**src/rtl/ssadc_pkg.sv**
```systemverilog
package ssadc_pkg;

    localparam int GW_MAX = 16;

    // Gray to binary: each binary bit is the XOR of all Gray bits at or above it
    function automatic logic [GW_MAX-1:0] gray_to_bin(input logic [GW_MAX-1:0] g);
        logic [GW_MAX-1:0] b;
        b[GW_MAX-1] = g[GW_MAX-1];
        for (int i = GW_MAX - 2; i >= 0; i--) begin
            b[i] = b[i+1] ^ g[i];
        end
        return b;
    endfunction

endpackage

```
**src/rtl/ssadc_tsgen.sv**
```systemverilog
module ssadc_tsgen #(
    parameter int CNT_W = 8,
    parameter int SUB   = 10
) (
    input  logic             clk,
    input  logic             rst_n,
    input  logic             conv_start,
    input  logic             ext_mode,
    input  logic             drain_mode,
    output logic             busy,
    output logic             start_acc,
    output logic             conv_end,
    output logic             start_rej,
    output logic [CNT_W-1:0] ts_gray
);
    localparam int SW = (SUB > 1) ? $clog2(SUB) : 1;

    typedef struct packed {
        logic             busy;
        logic             ext;
        logic             hi;
        logic [SW-1:0]    sub;
        logic [CNT_W-1:0] bin;
        logic             rej;
    } st_t;

    st_t  s_q, s_d;
    logic last_tick;

    always_comb begin
        s_d       = s_q;
        start_acc = conv_start && !drain_mode && !s_q.busy;
        s_d.rej   = conv_start && drain_mode;
        last_tick = s_q.busy && (s_q.sub == SW'(SUB - 1));
        conv_end  = last_tick && (&s_q.bin) && (!s_q.ext || s_q.hi);
        if (start_acc) begin
            s_d.busy = 1'b1;
            s_d.ext  = ext_mode;
            s_d.hi   = 1'b0;
            s_d.sub  = '0;
            s_d.bin  = '0;
        end else if (s_q.busy) begin
            s_d.sub = last_tick ? '0 : s_q.sub + 1'b1;
            if (last_tick) begin
                s_d.bin = s_q.bin + 1'b1;
                if (&s_q.bin) s_d.hi = 1'b1;
            end
            if (conv_end) begin
                s_d.busy = 1'b0;
                s_d.hi   = 1'b0;
                s_d.bin  = '0;
            end
        end
    end

    always_ff @(posedge clk or negedge rst_n) begin
        if (!rst_n) s_q <= '0;
        else        s_q <= s_d;
    end

    assign busy      = s_q.busy;
    assign start_rej = s_q.rej;
    assign ts_gray   = s_q.bin ^ (s_q.bin >> 1);

    AST_REFUSE_IN_DRAIN: assert property (@(posedge clk) disable iff (!rst_n)
        (drain_mode && !busy) |=> !busy);

endmodule

```
**src/rtl/ssadc_pixel.sv**
```systemverilog
module ssadc_pixel
    import ssadc_pkg::*;
#(
    parameter int CNT_W  = 8,
    parameter int TRIM_W = 4,
    parameter int FRAMES = 4,
    localparam int DW    = CNT_W + 1,
    localparam int AW    = (FRAMES > 1) ? $clog2(FRAMES) : 1
) (
    input  logic              clk,
    input  logic              rst_n,
    input  logic              busy,
    input  logic              start_acc,
    input  logic              conv_end,
    input  logic [CNT_W-1:0]  ts_gray,
    input  logic              fire,
    input  logic [TRIM_W-1:0] trim,
    input  logic              wrap_en,
    input  logic              train_clr,
    input  logic [AW-1:0]     rd_frame,
    output logic [DW-1:0]     rd_word,
    output logic              overflow
);
    typedef struct packed {
        logic              cap_v;
        logic              pend;
        logic [TRIM_W-1:0] dly;
        logic              cap_hi;
        logic [CNT_W-1:0]  cap_g;
        logic              hi;
        logic              msb_prev;
        logic [AW-1:0]     wptr;
        logic              filled;
        logic              ovf;
    } st_t;

    st_t              s_q, s_d;
    logic             hi_now, cap_now, arm, we;
    logic [CNT_W-1:0] res_g;
    logic             res_hi;
    logic [DW-1:0]    wdata;
    logic [DW-1:0]    mem_q [FRAMES];

    always_comb begin
        s_d     = s_q;
        // in-pixel extra bit: shared counter wrapped when Gray MSB falls
        hi_now  = s_q.hi | (busy & s_q.msb_prev & ~ts_gray[CNT_W-1]);
        cap_now = busy && !s_q.cap_v &&
                  ((s_q.pend && s_q.dly == TRIM_W'(1)) || (!s_q.pend && fire && trim == '0));
        arm     = busy && !s_q.cap_v && !s_q.pend && fire && trim != '0;

        s_d.msb_prev = busy & ts_gray[CNT_W-1];
        s_d.hi       = busy & hi_now;
        if (arm) begin
            s_d.pend = 1'b1;
            s_d.dly  = trim;
        end else if (s_q.pend) begin
            s_d.dly = s_q.dly - 1'b1;
        end
        if (cap_now) begin
            s_d.cap_v  = 1'b1;
            s_d.pend   = 1'b0;
            s_d.cap_hi = hi_now;
            s_d.cap_g  = ts_gray;
        end
        if (start_acc) begin
            s_d.cap_v = 1'b0;
            s_d.pend  = 1'b0;
        end

        // no capture by the end of the ramp: the live code is full scale
        res_g  = s_q.cap_v ? s_q.cap_g  : ts_gray;
        res_hi = s_q.cap_v ? s_q.cap_hi : hi_now;
        wdata  = {res_hi, CNT_W'(gray_to_bin(GW_MAX'(res_g)))};
        we     = conv_end && (!s_q.filled || wrap_en);
        if (conv_end) begin
            if (s_q.filled) s_d.ovf = 1'b1;
            if (we) begin
                if (s_q.wptr == AW'(FRAMES - 1)) begin
                    s_d.filled = 1'b1;
                    s_d.wptr   = wrap_en ? '0 : s_q.wptr;
                end else begin
                    s_d.wptr = s_q.wptr + 1'b1;
                end
            end
        end
        if (train_clr && !busy) begin
            s_d.wptr   = '0;
            s_d.filled = 1'b0;
            s_d.ovf    = 1'b0;
        end
    end

    always_ff @(posedge clk or negedge rst_n) begin
        if (!rst_n) s_q <= '0;
        else        s_q <= s_d;
    end

    always_ff @(posedge clk) begin
        if (we) mem_q[s_q.wptr] <= wdata;
    end

    assign rd_word  = mem_q[rd_frame];
    assign overflow = s_q.ovf;

    AST_TS_ONE_BIT: assert property (@(posedge clk) disable iff (!rst_n)
        (busy && $past(busy)) |-> ($countones(ts_gray ^ $past(ts_gray)) <= 1));
    AST_FIRST_EVENT_KEPT: assert property (@(posedge clk) disable iff (!rst_n)
        (s_q.cap_v && !start_acc) |=> (s_q.cap_v && $stable(s_q.cap_g)));
    AST_OVF_STICKY: assert property (@(posedge clk) disable iff (!rst_n)
        (s_q.ovf && !(train_clr && !busy)) |=> s_q.ovf);
    AST_STOP_NO_ADVANCE: assert property (@(posedge clk) disable iff (!rst_n)
        (conv_end && s_q.filled && !wrap_en) |=> $stable(s_q.wptr));

endmodule

```
**src/rtl/ssadc_capture.sv**
```systemverilog
module ssadc_capture #(
    parameter int  CNT_W  = 8,
    parameter int  SUB    = 10,
    parameter int  TRIM_W = 4,
    parameter int  NPIX   = 4,
    parameter int  FRAMES = 4,
    localparam int DW     = CNT_W + 1,
    localparam int AW     = (FRAMES > 1) ? $clog2(FRAMES) : 1,
    localparam int PW     = (NPIX > 1) ? $clog2(NPIX) : 1
) (
    input  logic                   clk,
    input  logic                   rst_n,
    input  logic                   conv_start,
    input  logic                   ext_mode,
    input  logic                   wrap_en,
    input  logic                   train_clr,
    input  logic                   drain_mode,
    input  logic [NPIX-1:0]        cmp_fire,
    input  logic [NPIX*TRIM_W-1:0] trim_cfg,
    input  logic                   rd_en,
    input  logic [PW-1:0]          rd_pix,
    input  logic [AW-1:0]          rd_frame,
    output logic                   busy,
    output logic [CNT_W-1:0]       ts_gray,
    output logic                   start_rej,
    output logic                   rd_valid,
    output logic [DW-1:0]          rd_data,
    output logic [NPIX-1:0]        overflow
);
    typedef struct packed {
        logic          valid;
        logic [DW-1:0] data;
    } rd_t;

    logic          start_acc, conv_end;
    logic [DW-1:0] words [NPIX];
    rd_t           r_q, r_d;

    ssadc_tsgen #(.CNT_W(CNT_W), .SUB(SUB)) u_tsgen (
        .clk(clk), .rst_n(rst_n), .conv_start(conv_start), .ext_mode(ext_mode),
        .drain_mode(drain_mode), .busy(busy), .start_acc(start_acc),
        .conv_end(conv_end), .start_rej(start_rej), .ts_gray(ts_gray)
    );

    for (genvar i = 0; i < NPIX; i++) begin : g_pix
        ssadc_pixel #(.CNT_W(CNT_W), .TRIM_W(TRIM_W), .FRAMES(FRAMES)) u_pix (
            .clk(clk), .rst_n(rst_n), .busy(busy), .start_acc(start_acc),
            .conv_end(conv_end), .ts_gray(ts_gray), .fire(cmp_fire[i]),
            .trim(trim_cfg[i*TRIM_W +: TRIM_W]), .wrap_en(wrap_en),
            .train_clr(train_clr), .rd_frame(rd_frame), .rd_word(words[i]),
            .overflow(overflow[i])
        );
    end

    always_comb begin
        r_d       = r_q;
        r_d.valid = rd_en && !busy;
        if (rd_en && !busy) r_d.data = words[rd_pix];
    end

    always_ff @(posedge clk or negedge rst_n) begin
        if (!rst_n) r_q <= '0;
        else        r_q <= r_d;
    end

    assign rd_valid = r_q.valid;
    assign rd_data  = r_q.data;

    AST_READ_ONLY_IDLE: assert property (@(posedge clk) disable iff (!rst_n)
        rd_valid |-> $past(rd_en && !busy));

endmodule

```
**config.mk**
```make
export PLATFORM = sky130hd
export DESIGN_NAME = ssadc_capture
export DESIGN_NICKNAME = d
export VERILOG_FILES = /design/src/rtl/ssadc_pkg.sv /design/src/rtl/ssadc_tsgen.sv /design/src/rtl/ssadc_pixel.sv /design/src/rtl/ssadc_capture.sv
export SDC_FILE = /design/constraint.sdc
export NUM_CORES = 1
export LEC_CHECK = 0
export ABC_AREA = 1
export BUFFER_PORTS_ARGS = -buffer_cell sky130_fd_sc_hd__buf_2
export CAP_MARGIN = 0
export CORE_MARGIN = 3
export CORE_UTILIZATION = 60
export DETAILED_ROUTE_END_ITERATION = 12
export PLACE_DENSITY = 0.9
export SLEW_MARGIN = 15
export SYNTH_ARGS = -nofsm -noshare
export SYNTH_HDL_FRONTEND = slang
export SYNTH_SLANG_ARGS = --single-unit
```
**constraint.sdc**
```tcl
create_clock -name clk -period 3.3 [get_ports clk]
set_input_delay 0.495 -clock clk [delete_from_list [all_inputs] [get_ports clk]]
set_output_delay 0.495 -clock clk [all_outputs]
set_load 0.05 [all_outputs]
```
==> metrics.csv <==
stage,metric,value,unit
power,Clk pwr share,25.4,%
grt,first-pass GRT wire length,45.0,mm
cells_and_area,"most common cell after layout, fill and taps aside",nand2_1,
clock_network,TritonCTS clock tree,done,
synthesis,Cell variety after synth,44,
power,Int Pwr,6670,uW
route,via-per-instance ratio,5.91,
grt,Total GRT Usage,25.8,%
sta,final hold slack,-0.0137,ns
floorplan,core area,0.0191,mm^2
floorplan,Die W,147,um
grt,number of global-route vias before repair,8983,
floorplan,site row count,50,
clock_network,cts bufs inserted,25,
setup_path,critical path data arrival time,3.20,ns
cells_and_area,Finished Cell Area,0.0132,mm^2
clock_network,number of H-tree levels,1,
sta,min Tclk post-route,2.95,ns
synthesis,"Cell Area, Synth",0.0119,mm^2
route,Total Wirelength,27.8,mm
cells_and_area,"commonest cells after routing, fill and taps aside","nand2_1 (221), o21ai_0 (153), nor2_1 (146)",
clock_network,CTS Buffer Depth,3,
synthesis,Mapped Avg Cell Area,9.70,um^2
clock_network,CTS Sinks,251,
place,placed instance area,0.0124,mm^2
power,VDD IR max,0.000610,V
power,Pwr Density,794,mW/mm^2
floorplan,Top Ports,56,
grt,initial antenna violation count,0,
route,wire per inst,17.8,um
power,Logic pwr share,31.9,%
route,total vias in the final route,9202,
outcome,failing checks,hold timing,
power,switching share of power,36.3,%
synthesis,top-area cell type share of the netlist area,36.4,%
sta,fin. max-slew vios,0,
sta,Final WS setup,0.346,ns
place,dpl hpwl,18.6,mm
synthesis,Synth area leader,edfxtp_1,
clock_network,Post-CTS Resized,0,
cells_and_area,final cell count without fillers,1557,
sta,Rel. slew slack,40.4,%
power,Leak Pwr,0.00575,uW
power,part of the power in registers,42.7,%
clock_network,hold_buf cts,0,
synthesis,Synthesis Warnings,0,
route,Pre-antenna DRT Iters,7,
cells_and_area,Fillers,1318,
cells_and_area,Antenna Cells,0,
cells_and_area,share of layout cells above drive strength 1,12.1,%
hold_path,Hold/Removal Path Class,input pin to asynchronous set/reset pin,
setup_path,endpoint class of the critical path,flip-flop,
route,Initial DRC Count,1067,
clock_network,post-CTS setup buffer count,0,
run,max cap viols,0,
floorplan,initial core utilization,62.2,%
synthesis,"FF+latch count, synth",251,
floorplan,die span in y,147,um
clock_network,latest clock arrival within the worst-skew pair,0.53,ns
cells_and_area,Layout area overhead,11.1,%
synthesis,syn_nets,1289,
cells_and_area,Layout Utilization,69.1,%
sta,worst-margin pin slew,0.888,ns
sta,endpoints failing hold,9,
place,port bufs,55,
route,DR DRC count,0,
place,Place WS,0.477,ns
cells_and_area,nets@finish,1345,
floorplan,die area,0.0215,mm^2
setup_path,Critical Path RT,3.55,ns
clock_network,CTS root buf,clkbuf_16,
place,Post-Place Cells,1513,
sta,RSZ-0062 raised after global routing,false,
grt,Overflow after GRT,0,
grt,largest net degree at the start of global routing,73,
sta,Total Neg Setup Slack,0,ns
sta,fmax,0.339,GHz
sta,worst-case clock skew,0.0168,ns
setup_path,Worst Path Max Fanout,12,
outcome,status,"finished, violations left",
place,gpl congestion,0.885,
synthesis,Syn Inst Count,1224,
power,switching power total,3810,uW
sta,final setup fails,0,
clock_network,clk slew on worst S/H paths,0.06,ns
route,post-route ant nets,0,
setup_path,CP Launch Type,flip-flop,
synthesis,"Seq/Total Area, Yosys",59.0,%
synthesis,synth top area cells,"edfxtp_1 (36%), dfrtp_1 (23%), nand2_1 (7.0%)",
sta,fraction of the cycle the final worst path needs,89.5,%
setup_path,CP Class,flip-flop to flip-flop,
==> sequential cells by signal (all words and copies together), names as in the netlist <==
register,cells
g_pix.u_pix.mem_q,144
g_pix.u_pix.overflow,4
g_pix.u_pix.s_q,77
rd_data,9
rd_valid,1
u_tsgen.busy,1
u_tsgen.s_q,14
u_tsgen.start_rej,1
==> layer usage <==
metal,global-route usage [%],up-vias,wire length [um]
li1,-,4282,-
met1,34.1,4355,10800
met4,8.98,0,900
met5,0,-,0
met3,5.00,92,2560
met2,43.1,473,13500
==> through the flow <==
step	power (uW)	hold slack, ns
3_3_place_gp	7500	0.458
4_1_cts	10400	0.0151
6_report	10500	-0.0137
3_5_place_dp	7760	0.469
5_1_grt	11100	0.0339
2_1_floorplan	6880	0.199
==> final cells by class <==
type                            count  area, um^2  share of cell area (%)
Multi-Input combinational cell    790        4130                    31.3
Clock inverter                      2        13.8                   0.104
Inverter                          136         510                    3.87
Sequential cell                   251        7000                    53.1
Tap cell                          260         325                    2.47
Clock buffer                       42         749                    5.68
Timing Repair Buffer               76         460                    3.49
==> power groups by stage <==
stage                     clock [uW]  sequential (uW)  combinational [uW]
final                           2660             4470                3340
after global routing            2800             4530                3730
after CTS                       2660             4470                3290
after detailed placement           0             4520                3230
after global placement             0             4500                3000
after floorplan                    0             4500                2380
==> logic make-up (layout without fill, tap and decap cells) <==
| kind of cell | Yosys count | count (layout) | synth area share [%] |
|---|---|---|---|
| adders and majority gates | 33 | 33 | 3.48 |
| AOI/OAI and AO/OA | 234 | 234 | 11.7 |
| DFF | 251 | 251 | 59.0 |
| buffers and inverters | 183 | 256 | 6.23 |
| and+or+nand+nor | 511 | 511 | 18.7 |
| muxes | 1 | 1 | 0.0843 |
| xor gates and xnor gates | 11 | 11 | 0.811 |
==> worst max-delay path: stages (launching register included) <==
cell and delay [ns]:
dfrtp_1 0.53, ha_1 0.55, inv_1 0.16, nand2_1 0.09, nand2_1 0.06, nand2_1 0.10, nand2_1 0.14, nand2_1 0.16
nand3_2 0.11, nand2_1 0.18, nand2_1 0.11, nand3_2 0.12, nand2_2 0.12, nand2_1 0.11, nand2_1 0.14
==> cell usage after synthesis <==
master and number:
nand3_2 10, inv_2 8, dfrtp_1 107, edfxtp_1 144, and3_1 1, buf_6 1, o21a_1 1, buf_2 6
a21oi_4 1, nand2_2 10, or2_0 1, a31oi_1 9, o32ai_1 1, nor2_2 4, ha_1 33, nand2_4 1
clkinv_1 3, a21oi_1 16, inv_1 125, a21oi_2 3, nand2_1 221, nor4_1 4, o21ai_1 1, nor2_1 146
o221ai_1 35, nand4_2 1, buf_4 10, nor3b_4 1, or2_2 4, nand3_1 88, a22oi_2 1, a211oi_1 1
a22oi_4 1, nor2_4 1, o211ai_1 3, xor2_1 5, clkbuf_1 30, o21ai_2 2, nand4_1 7, o22ai_1 6
xnor2_1 6, mux2i_1 1, nor3_1 11, o21ai_0 153
==> worst paths after layout <==
kind	start	end	slack (ns)	cells past startpoint
hold reg to reg	g_pix[0].u_pix.s_q[10]	g_pix[0].u_pix.s_q[10]	0.48	2
max in group asynchronous	rst_n	u_tsgen.s_q[9]	2.55	2
setup / recovery	u_tsgen.s_q[8]	g_pix[2].u_pix.mem_q[0][1]	0.35	14
min in group clk	ext_mode	u_tsgen.s_q[14]	0.16	3
setup reg to reg	u_tsgen.s_q[8]	g_pix[2].u_pix.mem_q[0][1]	0.35	14
hold / removal	rst_n	rd_data[5]	-0.01	1
No activity file was read; power rests on OpenSTA's default activity.
